## src/rtl/tseg_pkg.sv

```systemverilog
package tseg_pkg;
  localparam int MB_SHIFT = 20;
  localparam int SIZE_CODE_W = 2;
  localparam int FIXED_1MB = 1;
  localparam int FIXED_2MB = 2;
  localparam int FIXED_8MB = 8;

  typedef enum logic [SIZE_CODE_W-1:0] {
    SZ_1MB = 2'd0,
    SZ_2MB = 2'd1,
    SZ_8MB = 2'd2,
    SZ_EXT = 2'd3
  } sizeCode_e;

  // strobes from control to datapath
  typedef struct packed {
    logic      guardOn;
    sizeCode_e sizeCode;
  } tsegStrobe_t;
endpackage

```

## src/rtl/tseg_ctrl.sv

```systemverilog
module tseg_ctrl
  import tseg_pkg::*;
(
  input  logic        clk,
  input  logic        rstN,
  input  logic        cfgWrEn,
  input  logic        cfgSel,
  input  logic [7:0]  cfgWrData,
  output logic [2:0]  segReg,
  output logic [2:0]  smReg,
  output tsegStrobe_t strobe
);
  logic locked;

  assign locked = smReg[2];

  always_ff @(posedge clk or negedge rstN) begin
    if (!rstN) begin
      segReg <= '0;
      smReg  <= '0;
    end else if (cfgWrEn && !locked) begin
      if (cfgSel) smReg  <= cfgWrData[2:0];
      else        segReg <= cfgWrData[2:0];
    end
  end

  always_comb begin
    strobe.guardOn  = segReg[0] & smReg[0] & smReg[1];
    strobe.sizeCode = sizeCode_e'(segReg[2:1]);
  end
endmodule

```

## src/rtl/tseg_dpath.sv

```systemverilog
module tseg_dpath
  import tseg_pkg::*;
#(
  parameter int ADDR_W = 32,
  localparam int MB_W = ADDR_W - MB_SHIFT
) (
  input  tsegStrobe_t       strobe,
  input  logic [MB_W-1:0]   ramTopMb,
  input  logic [MB_W-1:0]   extSizeMb,
  input  logic              memValid,
  input  logic              memWrite,
  input  logic              memSmm,
  input  logic [ADDR_W-1:0] memAddr,
  input  logic [7:0]        memWData,
  output logic [7:0]        memRData,
  output logic              ramValid,
  output logic              ramWrite,
  output logic [ADDR_W-1:0] ramAddr,
  output logic [7:0]        ramWData,
  input  logic [7:0]        ramRData
);
  logic [MB_W-1:0] sizeMb;
  logic [MB_W-1:0] baseMb;
  logic [MB_W-1:0] addrMb;
  logic            inSeg;
  logic            blocked;

  always_comb begin
    unique case (strobe.sizeCode)
      SZ_1MB:  sizeMb = MB_W'(FIXED_1MB);
      SZ_2MB:  sizeMb = MB_W'(FIXED_2MB);
      SZ_8MB:  sizeMb = MB_W'(FIXED_8MB);
      default: sizeMb = extSizeMb;
    endcase
  end

  assign baseMb  = (sizeMb >= ramTopMb) ? '0 : ramTopMb - sizeMb;
  assign addrMb  = memAddr[ADDR_W-1:MB_SHIFT];
  assign inSeg   = (addrMb >= baseMb) && (addrMb < ramTopMb);
  assign blocked = strobe.guardOn && inSeg && !memSmm;

  assign ramValid = memValid && !blocked;
  assign ramWrite = memValid && memWrite && !blocked;
  assign ramAddr  = memAddr;
  assign ramWData = memWData;
  assign memRData = blocked ? 8'hFF : ramRData;
endmodule

```

## src/rtl/tseg_decoder.sv

```systemverilog
module tseg_decoder
  import tseg_pkg::*;
#(
  parameter int ADDR_W = 32,
  localparam int MB_W = ADDR_W - MB_SHIFT
) (
  input  logic              clk,
  input  logic              rstN,
  input  logic              cfgWrEn,
  input  logic              cfgSel,
  input  logic [7:0]        cfgWrData,
  output logic [7:0]        cfgRdData,
  input  logic [MB_W-1:0]   ramTopMb,
  input  logic [MB_W-1:0]   extSizeMb,
  input  logic              memValid,
  input  logic              memWrite,
  input  logic              memSmm,
  input  logic [ADDR_W-1:0] memAddr,
  input  logic [7:0]        memWData,
  output logic [7:0]        memRData,
  output logic              ramValid,
  output logic              ramWrite,
  output logic [ADDR_W-1:0] ramAddr,
  output logic [7:0]        ramWData,
  input  logic [7:0]        ramRData
);
  tsegStrobe_t strobe;
  logic [2:0]  segReg;
  logic [2:0]  smReg;

  tseg_ctrl ctrl_i (
    .clk(clk), .rstN(rstN), .cfgWrEn(cfgWrEn), .cfgSel(cfgSel),
    .cfgWrData(cfgWrData), .segReg(segReg), .smReg(smReg), .strobe(strobe)
  );

  tseg_dpath #(.ADDR_W(ADDR_W)) dpath_i (
    .strobe(strobe), .ramTopMb(ramTopMb), .extSizeMb(extSizeMb),
    .memValid(memValid), .memWrite(memWrite), .memSmm(memSmm),
    .memAddr(memAddr), .memWData(memWData), .memRData(memRData),
    .ramValid(ramValid), .ramWrite(ramWrite), .ramAddr(ramAddr),
    .ramWData(ramWData), .ramRData(ramRData)
  );

  assign cfgRdData = {5'b0, cfgSel ? smReg : segReg};
endmodule

```

## config.mk

```make
export PLATFORM = sky130hd
export DESIGN_NAME = tseg_decoder
export DESIGN_NICKNAME = d
export VERILOG_FILES = /design/src/rtl/tseg_pkg.sv /design/src/rtl/tseg_ctrl.sv /design/src/rtl/tseg_dpath.sv /design/src/rtl/tseg_decoder.sv
export SDC_FILE = /design/constraint.sdc
export NUM_CORES = 1
export LEC_CHECK = 0
export BUFFER_PORTS_ARGS = -buffer_cell sky130_fd_sc_hd__buf_2
export CAP_MARGIN = 5
export CORE_MARGIN = 2
export CORE_UTILIZATION = 43
export CTS_CLUSTER_SIZE = 24
export DETAILED_ROUTE_END_ITERATION = 7
export PLACE_DENSITY_LB_ADDON = 0.08
export SETUP_SLACK_MARGIN = 0.2
export SLEW_MARGIN = 20
export SYNTH_ARGS = -nofsm -noshare
export SYNTH_HDL_FRONTEND = slang
export SYNTH_SLANG_ARGS = --single-unit
```

## constraint.sdc

```tcl
create_clock -name clk -period 5.9 [get_ports clk]
set_input_delay 0.59 -clock clk [delete_from_list [all_inputs] [get_ports clk]]
set_output_delay 0.59 -clock clk [all_outputs]
set_load 0.03 [all_outputs]
```

=== After elaboration in Yosys (flattened, before gate mapping) ===
Cells that the tools add are included.

* $add $sub $neg: 1
* Multiply operators: 0
* Div/mod/pow operators: 0
* Magnitude comparators: 3
* Equality and inequality tests: 2
* Shift operators: 0
* Mux-type cells: 4
* Bitwise operators: 3
* Reductions and logical operators: 13

{| class="wikitable"
|+ Operators by type and width
! operator !! number
|-
| $pmux W12 S3 || 1
|-
| $ge A12 B12 Y1 || 2
|-
| $lt A12 B12 Y1 || 1
|-
| $mux W12 || 1
|-
| $sub A12 B12 Y12 || 1
|-
| $mux W8 || 1
|-
| $logic_and A1 B1 Y1 || 7
|-
| $reduce_and A2 Y1 || 2
|-
| $logic_not A1 Y1 || 3
|-
| $mux W3 || 1
|-
| $and A1 B1 Y1 || 2
|-
| $eq A2 B1 Y1 const B || 1
|-
| $eq A2 B2 Y1 const B || 1
|-
| $logic_not A2 Y1 || 1
|-
| $not A1 Y1 || 1
|}

* Flip-flop bits (word level): 6
* Latch bits: 0
* Bits in writable memories: 0
* Memory bits (read-only): 0
* Input bits: 87
* Output and inout port bits: 58
* Logic and storage cells: 28
* Memories kept: 0

=== Longest topological paths before layout ===
Gate-level depths: netlist of run 1.

* Word-level depth: 10
* Depth in mapped cells: 18
* Depth with buffers taken out: 17

=== Modules after synthesis ===
A second synthesis of run 1 with hierarchy kept.

* Cells, all modules: 259
* Area total of the unflattened synthesis: 2011.9 um^2

{| class="wikitable"
|+ Modules (own cells, without submodules)
! module !! times used !! cells each !! area an instance (um^2) !! seq. area each (um^2)
|-
| tseg_dpath || 1 || 233 || 1674.1 || 0.0
|-
| tseg_ctrl || 1 || 17 || 262.8 || 150.1
|-
| tseg_decoder || 1 || 9 || 75.1 || 0.0
|}

=== Worst setup path after synthesis of run 1 ===
Ideal clock, no wire load.

* Path type: flip-flop to output port
* Start point: register ctrl_i.segReg[2]
* End point: output port ramWrite
* Arrival time: 3902 ps
* Data required time: 5310 ps
* Path slack: 1408 ps
* Cell stages (with the launch flop): 19
* Buffers on the path: 1
* Cell sequence: dfrtp_1 > inv_1 > nor2_1 > nand2_1 > o21ai_0 > ha_1 > fa_1 > nand2b_1 > a21boi_1 > o2111ai_1 > a21oi_1 > buf_4 > o211ai_1 > ha_1 > a21o_1 > a221oi_1 > o21ai_1 > a221oi_4 > o211a_1

* Longest elaborated chain between the ends: 10
* Elaborated cells between the ends (all ways): 13
* Classes of those cells: 1 x add/sub; 2 x order compare; 2 x eq/ne; 2 x mux; 6 x reduce/logical

{| class="wikitable"
|+ RTL lines
! what !! RTL line !! RTL
|-
| start: declaration || tseg_ctrl.sv:9 || <nowiki>output logic [2:0] segReg,</nowiki>
|-
| start signal: assignment || tseg_ctrl.sv:23 || <nowiki>else segReg <= cfgWrData[2:0];</nowiki>
|-
| $eq A2 B2 Y1, or another cell as far along || tseg_dpath.sv:29 || <nowiki>unique case (strobe.sizeCode)</nowiki>
|-
| $pmux W12 S3 * || tseg_dpath.sv:29 ||
|-
| $sub A12 B12 Y12 or $ge A12 B12 Y1 (tied branches) || tseg_dpath.sv:37 || <nowiki>assign baseMb = (sizeMb >= ramTopMb) ? '0 : ramTopMb - sizeMb;</nowiki>
|-
| $mux W12 * || tseg_dpath.sv:37 ||
|-
| $ge A12 B12 Y1 * || tseg_dpath.sv:39 || <nowiki>assign inSeg = (addrMb >= baseMb) && (addrMb < ramTopMb);</nowiki>
|-
| $logic_and A1 B1 Y1 * || tseg_dpath.sv:39 ||
|-
| $logic_and A1 B1 Y1 * (2 in a row) || tseg_dpath.sv:40 || <nowiki>assign blocked = strobe.guardOn && inSeg && !memSmm;</nowiki>
|-
| $logic_not A1 Y1 * || tseg_dpath.sv:43 || <nowiki>assign ramWrite = memValid && memWrite && !blocked;</nowiki>
|-
| $logic_and A1 B1 Y1 * || tseg_dpath.sv:43 ||
|-
| end: declaration || tseg_decoder.sv:22 || <nowiki>output logic ramWrite,</nowiki>
|}

Mark *: on every way between the ends. The rest lies on a longest branch, timed or not.

=== Final worst setup path of run 1 ===
Same ends and word-level chain as after synthesis.

==> results of run 1 <==
==> per-layer routing <==
layer | up-vias | GRT usage (%) | share of wire [%] | wire [um]
met3 | 4 | 4.016 | 8.0 | 391
li1 | 1018 | - | - | -
met2 | 82 | 30.78 | 45 | 2208
met4 | 0 | 2.778 | 0.74 | 36
met5 | - | 0 | 0 | 0
met1 | 866 | 23.55 | 46 | 2227
==> worst register-to-register path: cells and delay by family (launching register included) <==
kind | cells | cell delay [ns]
AND/OR/NAND/NOR | 1 | 0.46
flip-flops | 1 | 0.39
multiplexers | 1 | 0.38
==> how the worst min path moves through the flow <==
| stage | cells past startpoint | to | slack [ns] | from |
|---|---|---|---|---|
| CTS | 1 | ctrl_i.segReg[2] | 0.18 | rstN |
| global route | 1 | ctrl_i.segReg[0] | 0.18 | rstN |
| detailed placement | 1 | ctrl_i.smReg[2] | 0.42 | rstN |
| floorplan | 0 | ctrl_i.segReg[0] | 0.29 | rstN |
| global placement | 1 | ctrl_i.smReg[2] | 0.42 | rstN |
| finish | 1 | ctrl_i.segReg[1] | 0.18 | rstN |
==> area by class of cell <==
cell class | instances | area share, %
clock buffers | 3 | 1.778
flip-flops and latches | 6 | 6.466
repair buffers | 84 | 18.75
well taps | 67 | 3.610
multi-input cells | 196 | 66.00
inverters | 21 | 3.394
==> report_power, final <==
part | switching [mW] | total (mW) | internal, mW
logic | 0.232 | 0.406 | 0.174
registers | 0.00753 | 0.0601 | 0.0526
clock network | 0.0195 | 0.0635 | 0.0440
==> sequential cells by signal (all words and copies together) (netlist names) <==
register / count
ctrl_i.smReg: 3
ctrl_i.segReg: 3
==> cell families (layout without fill, tap and decap cells) <==
family	count (synthesis)	in the layout	synth area share, %
AOI/OAI and AO/OA	87	87	29.80
buffers and inverters	75	108	22.27
and+or+nand+nor	60	60	15.63
adders and majority gates	36	36	21.34
DFF	6	6	6.997
muxes	5	5	2.565
xor gates and xnor gates	3	3	1.225
other	1	5	0.1748
==> cells in the mapped netlist, types with 2 or more instances <==
cell        n
a211o_1     2
nand4_1     5
o211ai_1    3
nand3_1     2
a21o_2      2
o21ai_0    12
xnor2_1     2
o21ai_1     8
or3_1       4
o21a_1      5
buf_6       2
o21bai_1    9
a21oi_1    13
clkbuf_1    3
nor2_1      6
nor3_1      5
o211a_1     3
mux2_1      3
ha_1       35
nand2_1    19
dfrtp_1     6
buf_4      48
nand2b_1    5
inv_1      21
a21o_1      9
a31oi_1     2
and2_1      2
nor3b_1     2
o2111ai_1   3
==> metrics.txt, run 1 <==
cells along the critical path=inv_1 > nor2_1 > buf_4 > nand2_1 > o21ai_0 > ha_1 > fa_1 > nand2b_1 > a21boi_1 > o2111ai_1 > a21oi_1 > buf_4 > o211ai_1 > ha_1 > a21o_1 > a221oi_1 > o21ai_1 > a221oi_4 > o211a_1 > buf_2; slowest stage delay, CP=0.49 ns; Tmin final=5.140 ns; EDFF count, synth=0; reg2reg setup slack=4.55 ns; dpl cells=374; CP delay by family, top=compound AO/OA/AOI/OAI gates; Worst Path Required=5.31 ns; RR Endpoint=ctrl_i.segReg[0]; Total Power=0.5295 mW; top cells by area, synth=ha_1 20%, buf_4 17%, dfrtp_1 7.0%; Worst Setup End Kind=output pin; Yosys top cell by area=ha_1; site row count=25; DP Area=2281 um^2; Vias/cell=5.225; core box area=4755 um^2; CTS clk-pin slew, worst paths=0.04 ns; Sink Count=6; Slew Limit Headroom=64.98%; CP Capture Point=ramWrite; Pleak=1.189 nW; Vias=1970; Critical Path Start Type=flop; register area share after synthesis=6.997%; antenna violations before repair=0; Cells after Synth=273; die width=74.64 um; area of the multi-input gates=1533 um^2; Synth top area share=20.41%; total negative slack=0 ns; Worst Path Arrival=4.55 ns; Min Hold Slack=0.1786 ns; CTS Buf Count=3; Final Core Density=48.84%; routed wire length=4.863 mm; Max-Cap Viols=0; Final Cell Area=2322 um^2; ant diodes=0; critical path launch point=ctrl_i.segReg[2]; Critical Path Slowest Stage Cell=a221oi_4; Worst path depth=20; Reg2Reg Launch Point=ctrl_i.smReg[2]; fraction of layout cells with a size suffix above 1=31.94%; final setup fails=0; async set-reset flop share out of synthesis=100.0%; GRT Util Overall=17.93%; ys flop type=dfrtp_1; slew of the pin with the lowest slew margin=0.5242 ns; peak supply drop=0.1863 mV; # Post-CTS Setup Buffers=0; Placer Congestion=0.8156; most common cell after layout, fill and taps aside=buf_2; total gr overflow=0; Fmax=0.1946 GHz; Clock Skews=0.002482 ns; nets@finish=435; clk buf depth=2; IO buf count=78; kind of critical path=reg2out; largest net degree at the start of global routing=11; RSZ-0062 raised after global routing=false; Unique masters post-synth=61; endpoints failing hold=0; type of the tightest min-delay check=in2async; Area growth, synth to finish=8.222%; status=complete, no violations; drt pass-1 iters=4; WL/cell=12.90 um; cts hold-fix bufs=0; initial drt markers=114; Post-route DRC=0; Mean Syn Cell Area=7.860 um^2; power per cell area=228.0 nW/um^2; Die Height=74.64 um; CTS tree=done; CTS resizes=0; Max Slew Vio Count=0; worst setup margin=0.7600 ns; number of fill cells=511; H-tree levels=1; CP max FO=10; Clk Latency, worst-skew pair=0.23 ns; highest-count cells in the layout ignoring fill and taps=78 x buf_2, 35 x ha_1, 21 x inv_1, 19 x nand2_1, 13 x a21oi_1; Die ar.=5571 um^2; Post-DRT Antenna Nets=0; FF-to-FF path depth=2; final worst-path cycle share=87.12%; first-pass GRT wire length=7.845 mm; Buf+Inv Stages, Crit Path=4; # IOs=145; #FFs+latches synth=6; CTS root buf=clkbuf_8; vias in the first global route=1843; hpwl dp=4.250 mm; Yosys Warn Count=0; final cell count without fillers=377; Starting Density=45.13%; Netlist Area Pre-Place=2146 um^2; register area=150.1 um^2; Place WS=0.9505 ns
(Power assumes the default switching activity.)
==> run 2, diff against run 1 <==
ABC_AREA = 1   (was default)
CORE_UTILIZATION = 42   (was 43)
SYNTH_HIERARCHICAL = 1   (was default)
==> metrics.txt, run 2 <==
status=complete, no violations (unchanged); hpwl dp=3.889 mm (was 4.250 mm); Vias/cell=4.637 (was 5.225); power per cell area=112.3 nW/um^2 (was 228.0 nW/um^2); area of the multi-input gates=1358 um^2 (was 1533 um^2); core box area=4692 um^2 (was 4755 um^2); # IOs=145 (unchanged); FF-to-FF path depth=4 (was 2); Unique masters post-synth=31 (was 61); RSZ-0062 raised after global routing=false (unchanged); routed wire length=4.456 mm (was 4.863 mm); total negative slack=0 ns (unchanged); first-pass GRT wire length=7.583 mm (was 7.845 mm); peak supply drop=0.1025 mV (was 0.1863 mV); Worst Path Required=5.31 ns (about the same); Area growth, synth to finish=7.555% (was 8.222%); clk buf depth=2 (unchanged); dpl cells=418 (was 374); IO buf count=78 (unchanged); CTS clk-pin slew, worst paths=0.04 ns (about the same); drt pass-1 iters=4 (unchanged); cts hold-fix bufs=0 (unchanged); Pleak=1.349 nW (was 1.189 nW); Vias=1952 (was 1970); reg2reg setup slack=5.05 ns (was 4.55 ns); Yosys Warn Count=6 (was 0); nets@finish=492 (was 435); Worst Path Arrival=4.13 ns (was 4.55 ns); EDFF count, synth=0 (unchanged); final setup fails=0 (unchanged); highest-count cells in the layout ignoring fill and taps=100 x nand2_1, 78 x buf_2, 44 x inv_1, 35 x ha_1, 17 x nor2_1 (was 78 x buf_2, 35 x ha_1, 21 x inv_1, 19 x nand2_1, 13 x a21oi_1); Clock Skews=0.0003997 ns (was 0.002482 ns); antenna violations before repair=0 (unchanged); Netlist Area Pre-Place=2037 um^2 (was 2146 um^2); Max-Cap Viols=0 (unchanged); fraction of layout cells with a size suffix above 1=26.70% (was 31.94%); most common cell after layout, fill and taps aside=nand2_1 (was buf_2); register area share after synthesis=7.371% (was 6.997%); DP Area=2150 um^2 (was 2281 um^2); Post-route DRC=0 (unchanged); ys flop type=dfrtp_1 (unchanged); final cell count without fillers=421 (was 377); H-tree levels=1 (unchanged); Final Cell Area=2191 um^2 (was 2322 um^2); largest net degree at the start of global routing=11 (unchanged); Die ar.=5423 um^2 (was 5571 um^2); Final Core Density=46.69% (was 48.84%); ant diodes=0 (unchanged); Post-DRT Antenna Nets=0 (unchanged); type of the tightest min-delay check=in2async (unchanged); Starting Density=43.41% (was 45.13%); CP max FO=10 (unchanged); Mean Syn Cell Area=6.173 um^2 (was 7.860 um^2); register area=150.1 um^2 (unchanged); GRT Util Overall=17.23% (was 17.93%); endpoints failing hold=0 (unchanged); kind of critical path=reg2out (unchanged); Max Slew Vio Count=0 (unchanged); vias in the first global route=1820 (was 1843); final worst-path cycle share=80.07% (was 87.12%); Clk Latency, worst-skew pair=0.22 ns (was 0.23 ns); Die Height=73.64 um (was 74.64 um); top flop regs=ctrl_i/segReg x3, ctrl_i/smReg x3 (was ctrl_i.segReg x3, ctrl_i.smReg x3); Worst Setup End Kind=output pin (unchanged); Tmin final=4.724 ns (was 5.140 ns); Cells after Synth=330 (was 273); CTS tree=done (unchanged); number of fill cells=543 (was 511); critical path launch point=ctrl_i/segReg[2] (was ctrl_i.segReg[2]); site row count=25 (unchanged); cell with the most instances after synthesis=nand2_1 (was buf_4); async set-reset flop share out of synthesis=100.0% (unchanged); Sink Count=6 (unchanged); Placer Congestion=0.8145 (was 0.8156); CTS resizes=0 (unchanged); top cells by area, synth=ha_1 21%, nand2_1 18%, buf_4 18% (was ha_1 20%, buf_4 17%, dfrtp_1 7.0%); Synth top area share=21.50% (was 20.41%); CTS Buf Count=3 (unchanged); RR Endpoint=ctrl_i/smReg[1] (was ctrl_i.segReg[0]); total gr overflow=0 (unchanged); Total Power=0.2459 mW (was 0.5295 mW); most instantiated cells after synthesis=100 x nand2_1, 48 x buf_4, 44 x inv_1 (was 48 x buf_4, 35 x ha_1, 21 x inv_1); CTS root buf=clkbuf_8 (unchanged); # Post-CTS Setup Buffers=0 (unchanged); Reg2Reg Launch Point=ctrl_i/smReg[2] (was ctrl_i.smReg[2]); #FFs+latches synth=6 (unchanged); initial drt markers=63 (was 114); WL/cell=10.58 um (was 12.90 um); die width=73.64 um (was 74.64 um); Fmax=0.2117 GHz (was 0.1946 GHz); Yosys top cell by area=ha_1 (unchanged); Critical Path Start Type=flop (unchanged)
## run 2: cell count changes after synthesis, sizes merged, moves of 6 or more
cell	previous run	this run
o21ai	21	9
a21o	11	1
inv	21	48
nand2	19	103
or2	0	6
nor2	6	19
nand3	2	16
o21bai	9	2
## run 2: logic make-up (layout without fill, tap and decap cells)
group / Yosys count / count (layout) / share of synthesized area [%]
AOI/OAI and AO/OA: 30 / 30 / 8.661
xor gates and xnor gates: 2 / 2 / 0.8601
adders and majority gates: 36 / 36 / 22.48
buffers and inverters: 97 / 130 / 26.72
DFF: 6 / 6 / 7.371
other: 1 / 5 / 0.1841
and+or+nand+nor: 158 / 158 / 33.72
## run 2: worst max path at each step
stage	endpoint	slack, ns
4_1_cts	ramValid	1.13
3_5_place_dp	ramValid	1.39
5_1_grt	ramWrite	0.74
6_report	ramValid	1.18
3_3_place_gp	ramWrite	1.43
2_1_floorplan	memRData[0]	1.97
## run 2: layout make-up
class | instances | area share (%)
timing repair buffer | 78 | 17.82
tap | 54 | 3.084
sequential | 6 | 6.853
multi-input combinational | 231 | 61.96
inverter | 49 | 8.395
clock buffer | 3 | 1.885
## run 2: metal layers
layer	wire, um	share of wire, %	vias up	global-route usage [%]
met5	0	0	-	0
met4	13	0.29	0	2.626
met3	223	5.0	4	0.9602
met2	1986	45	58	29.66
met1	2232	50	818	24.07
li1	-	-	1072	-
## run 2: power by group
part | total (mW) | leakage, nW | internal [mW] | switching [mW]
Combinational | 0.143 | 1.25 | 0.0553 | 0.0879
Sequential | 0.0414 | 0.0786 | 0.0414 | 0
Clock | 0.0614 | 0.0216 | 0.0438 | 0.0176
## run 2: critical path: stages, from the launching register on
cell and delay, ns:
dfrtp_1 0.42, nand2_1 0.11, clkinv_1 0.31, nand2_1 0.13, o21ai_0 0.10, ha_1 0.24
fa_1 0.44, o21ai_2 0.28, nand2_1 0.10, nand3_2 0.09, nand2_2 0.10, inv_2 0.15
nand3_1 0.10, ha_1 0.30, nand2_1 0.05, inv_1 0.06, nand2_1 0.05, a21oi_1 0.13
nor2_1 0.05, nand2_1 0.08, nand3_1 0.28, nand2_1 0.14, inv_1 0.05, buf_2 0.17
## run 2: stage by stage
stage / worst slack [ns] / hold WS, ns
3_5_place_dp: 1.385 / 0.4256
4_1_cts: 1.132 / 0.1938
2_1_floorplan: 1.968 / 0.2944
5_1_grt: 0.7448 / 0.1951
3_3_place_gp: 1.432 / 0.4263
6_report: 1.176 / 0.1912
==> run 3, diff against run 2 <==
clock period = 4.7 ns   (was 5.9 ns; I/O delays follow)
==> metrics.txt, run 3 (synthesis results as in run 2) <==
Pint=0.1765 mW (was 0.1405 mW); Tmin final=4.107 ns; type of the tightest min-delay check=in2async (unchanged); Vias=1955 (was 1952); # Post-CTS Setup Buffers=0 (unchanged); GRT Util Overall=16.88% (was 17.23%); CTS Buf Count=3 (unchanged); register area=150.1 um^2 (unchanged); largest net degree at the start of global routing=11 (unchanged); CTS clk-pin slew, worst paths=0.04 ns (about the same); Clk Latency, worst-skew pair=0.23 ns (was 0.22 ns); Max Slew Vio Count=0 (unchanged); Sink Count=6 (unchanged); H-tree levels=1 (unchanged); cells along the critical path=nand2_1 > clkinv_1 > nand2_1 > o21ai_0 > ha_1 > fa_1 > o21ai_2 > nand2_1 > nand3_2 > nand2_2 > or2_1 > ha_1 > nand2_1 > nand2_1 > nand2_1 > a21oi_1 > nor2_1 > nand2_1 > nand3_2 > nand2_1 > inv_1 > buf_2 (was nand2_1 > clkinv_1 > nand2_1 > o21ai_0 > ha_1 > fa_1 > o21ai_2 > nand2_1 > nand3_2 > nand2_2 > inv_2 > nand3_1 > ha_1 > nand2_1 > inv_1 > nand2_1 > a21oi_1 > nor2_1 > nand2_1 > nand3_1 > nand2_1 > inv_1 > buf_2); WL/cell=10.47 um (was 10.58 um); Pleak=1.355 nW (was 1.349 nW); Starting Density=43.41% (unchanged); switching share of power=43.21% (was 42.88%); RSZ-0062 raised after global routing=false (unchanged); met2 wire length=2.022 mm (was 1.986 mm); Vias/cell=4.633 (was 4.637); final setup fails=0 (unchanged); Highest Signal Layer=met4 (unchanged); Gate power share=57.6% (was 58.2%); sequential power share=16.7% (was 16.8%); fraction of layout cells with a size suffix above 1=27.17% (was 26.70%); antenna violations before repair=0 (unchanged); area of the multi-input gates=1363 um^2 (was 1358 um^2); power per cell area=141.0 nW/um^2 (was 112.3 nW/um^2); Final Core Density=46.96% (was 46.69%); Area growth, synth to finish=8.169% (was 7.555%); most common cell after layout, fill and taps aside=nand2_1 (unchanged); Die ar.=5423 um^2 (unchanged); Max-Cap Viols=0 (unchanged); ant diodes=0 (unchanged); Placer Congestion=0.8121 (was 0.8145); Post-DRT Antenna Nets=0 (unchanged); nets@finish=493 (was 492); Die Height=73.64 um (unchanged); CTS resizes=0 (unchanged); clk buf depth=2 (unchanged); peak supply drop=0.1268 mV (was 0.1025 mV); total gr overflow=0 (unchanged); Worst Path Required=4.23 ns (was 5.31 ns); CTS root buf=clkbuf_8 (unchanged); total negative slack=0 ns (unchanged); Clk pwr share=25.7% (was 25.0%); status=complete, no violations (unchanged); core box area=4692 um^2 (unchanged); highest-count cells in the layout ignoring fill and taps=100 x nand2_1, 78 x buf_2, 44 x inv_1, 35 x ha_1, 17 x nor2_1 (unchanged); routed wire length=4.420 mm (was 4.456 mm); site row count=25 (unchanged); Sw Pwr=0.1343 mW (was 0.1054 mW); number of fill cells=545 (was 543); Fmax=0.2435 GHz; final worst-path cycle share=87.39%; Post-Route M1 WL=2.137 mm (was 2.232 mm); vias in the first global route=1757 (was 1820); critical path launch point=ctrl_i/segReg[2] (unchanged); WL met3=208 um (was 223 um); # IOs=145 (unchanged); endpoints failing hold=0 (unchanged); Clock Skews=0.002962 ns (was 0.0003997 ns); Critical Path Most Common Cell=nand2_1 (unchanged); drt pass-1 iters=4 (unchanged); initial drt markers=55 (was 63); slowest stage delay, CP=0.44 ns (about the same); top flop regs=ctrl_i/segReg x3, ctrl_i/smReg x3 (unchanged); hpwl dp=3.916 mm (was 3.889 mm); Critical Path Slowest Stage Cell=fa_1 (unchanged); Critical Path Start Type=flop (unchanged); Post-route DRC=0 (unchanged); IO buf count=78 (unchanged); kind of critical path=reg2out (unchanged); Worst Setup End Kind=output pin (unchanged); cts hold-fix bufs=0 (unchanged); first-pass GRT wire length=7.348 mm (was 7.583 mm); Reg2Reg Launch Point=ctrl_i/smReg[2] (unchanged); CTS tree=done (unchanged); CP max FO=10 (unchanged); die width=73.64 um (unchanged); Worst Path Arrival=3.64 ns (was 4.13 ns)
==> run 3: cell types whose count changed in the layout (fill, tap and decap cells not counted) <==
cell     delta
nand3_1     -1
buf_4       +1
nand3_2     +1
==> run 3: worst max-delay path, delay by kind of cell, from the launching register on <==
family / cells / cell delay, ns
compound gates: 3 / 0.44
flops: 1 / 0.42
fa+ha+maj: 3 / 0.99
simple gates: 13 / 1.28
buf+inv: 3 / 0.27
==> run 3: metrics by stage <==
step	setup slack, ns	total power, mW	hold WS, ns	std cells	area [um^2]
after floorplan	0.8876	0.2288	0.1744	334	2052
after global placement	0.7013	0.2318	0.3068	419	2157
after detailed placement	0.6220	0.2336	0.3063	419	2157
after CTS	0.3746	0.3162	0.06319	422	2198
after global routing	0.2227	0.3448	0.06942	422	2203
final	0.5929	0.3108	0.06144	422	2203
==> run 3: final cells by class <==
cell class	instances	share of cell area, %
Clock buffer	3	1.874
Sequential cell	6	6.814
Tap cell	54	3.066
Inverter	49	8.348
Timing Repair Buffer	79	18.06
Multi-Input combinational cell	231	61.84
==> run 3: path summary, 6_finish.rpt <==
kind                       slack (ns)                to  cells after the start
setup / recovery                 0.59          ramValid                     22
hold reg to reg                  0.49   ctrl_i/smReg[0]                      2
hold / removal                   0.06   ctrl_i/smReg[0]                      1
min in group clk                 0.49   ctrl_i/smReg[0]                      2
max in group asynchronous        4.49  ctrl_i/segReg[1]                      1
setup reg to reg                 3.87   ctrl_i/smReg[0]                      4
==> run 3: power by group through the flow <==
stage | Clock, mW | Sequential, mW | Combinational, mW
final | 0.0799 | 0.0519 | 0.179
after global routing | 0.0845 | 0.0519 | 0.208
after CTS | 0.0824 | 0.0519 | 0.182
after detailed placement | 0 | 0.0526 | 0.181
after global placement | 0 | 0.0526 | 0.179
after floorplan | 0 | 0.0526 | 0.176
==> run 3: per-layer routing <==
layer / vias to the layer above / global-route usage [%]
li1: 1075 / -
met1: 812 / 22.38
met4: 0 / 5.051
met3: 7 / 1.097
met5: - / 0
met2: 61 / 29.17
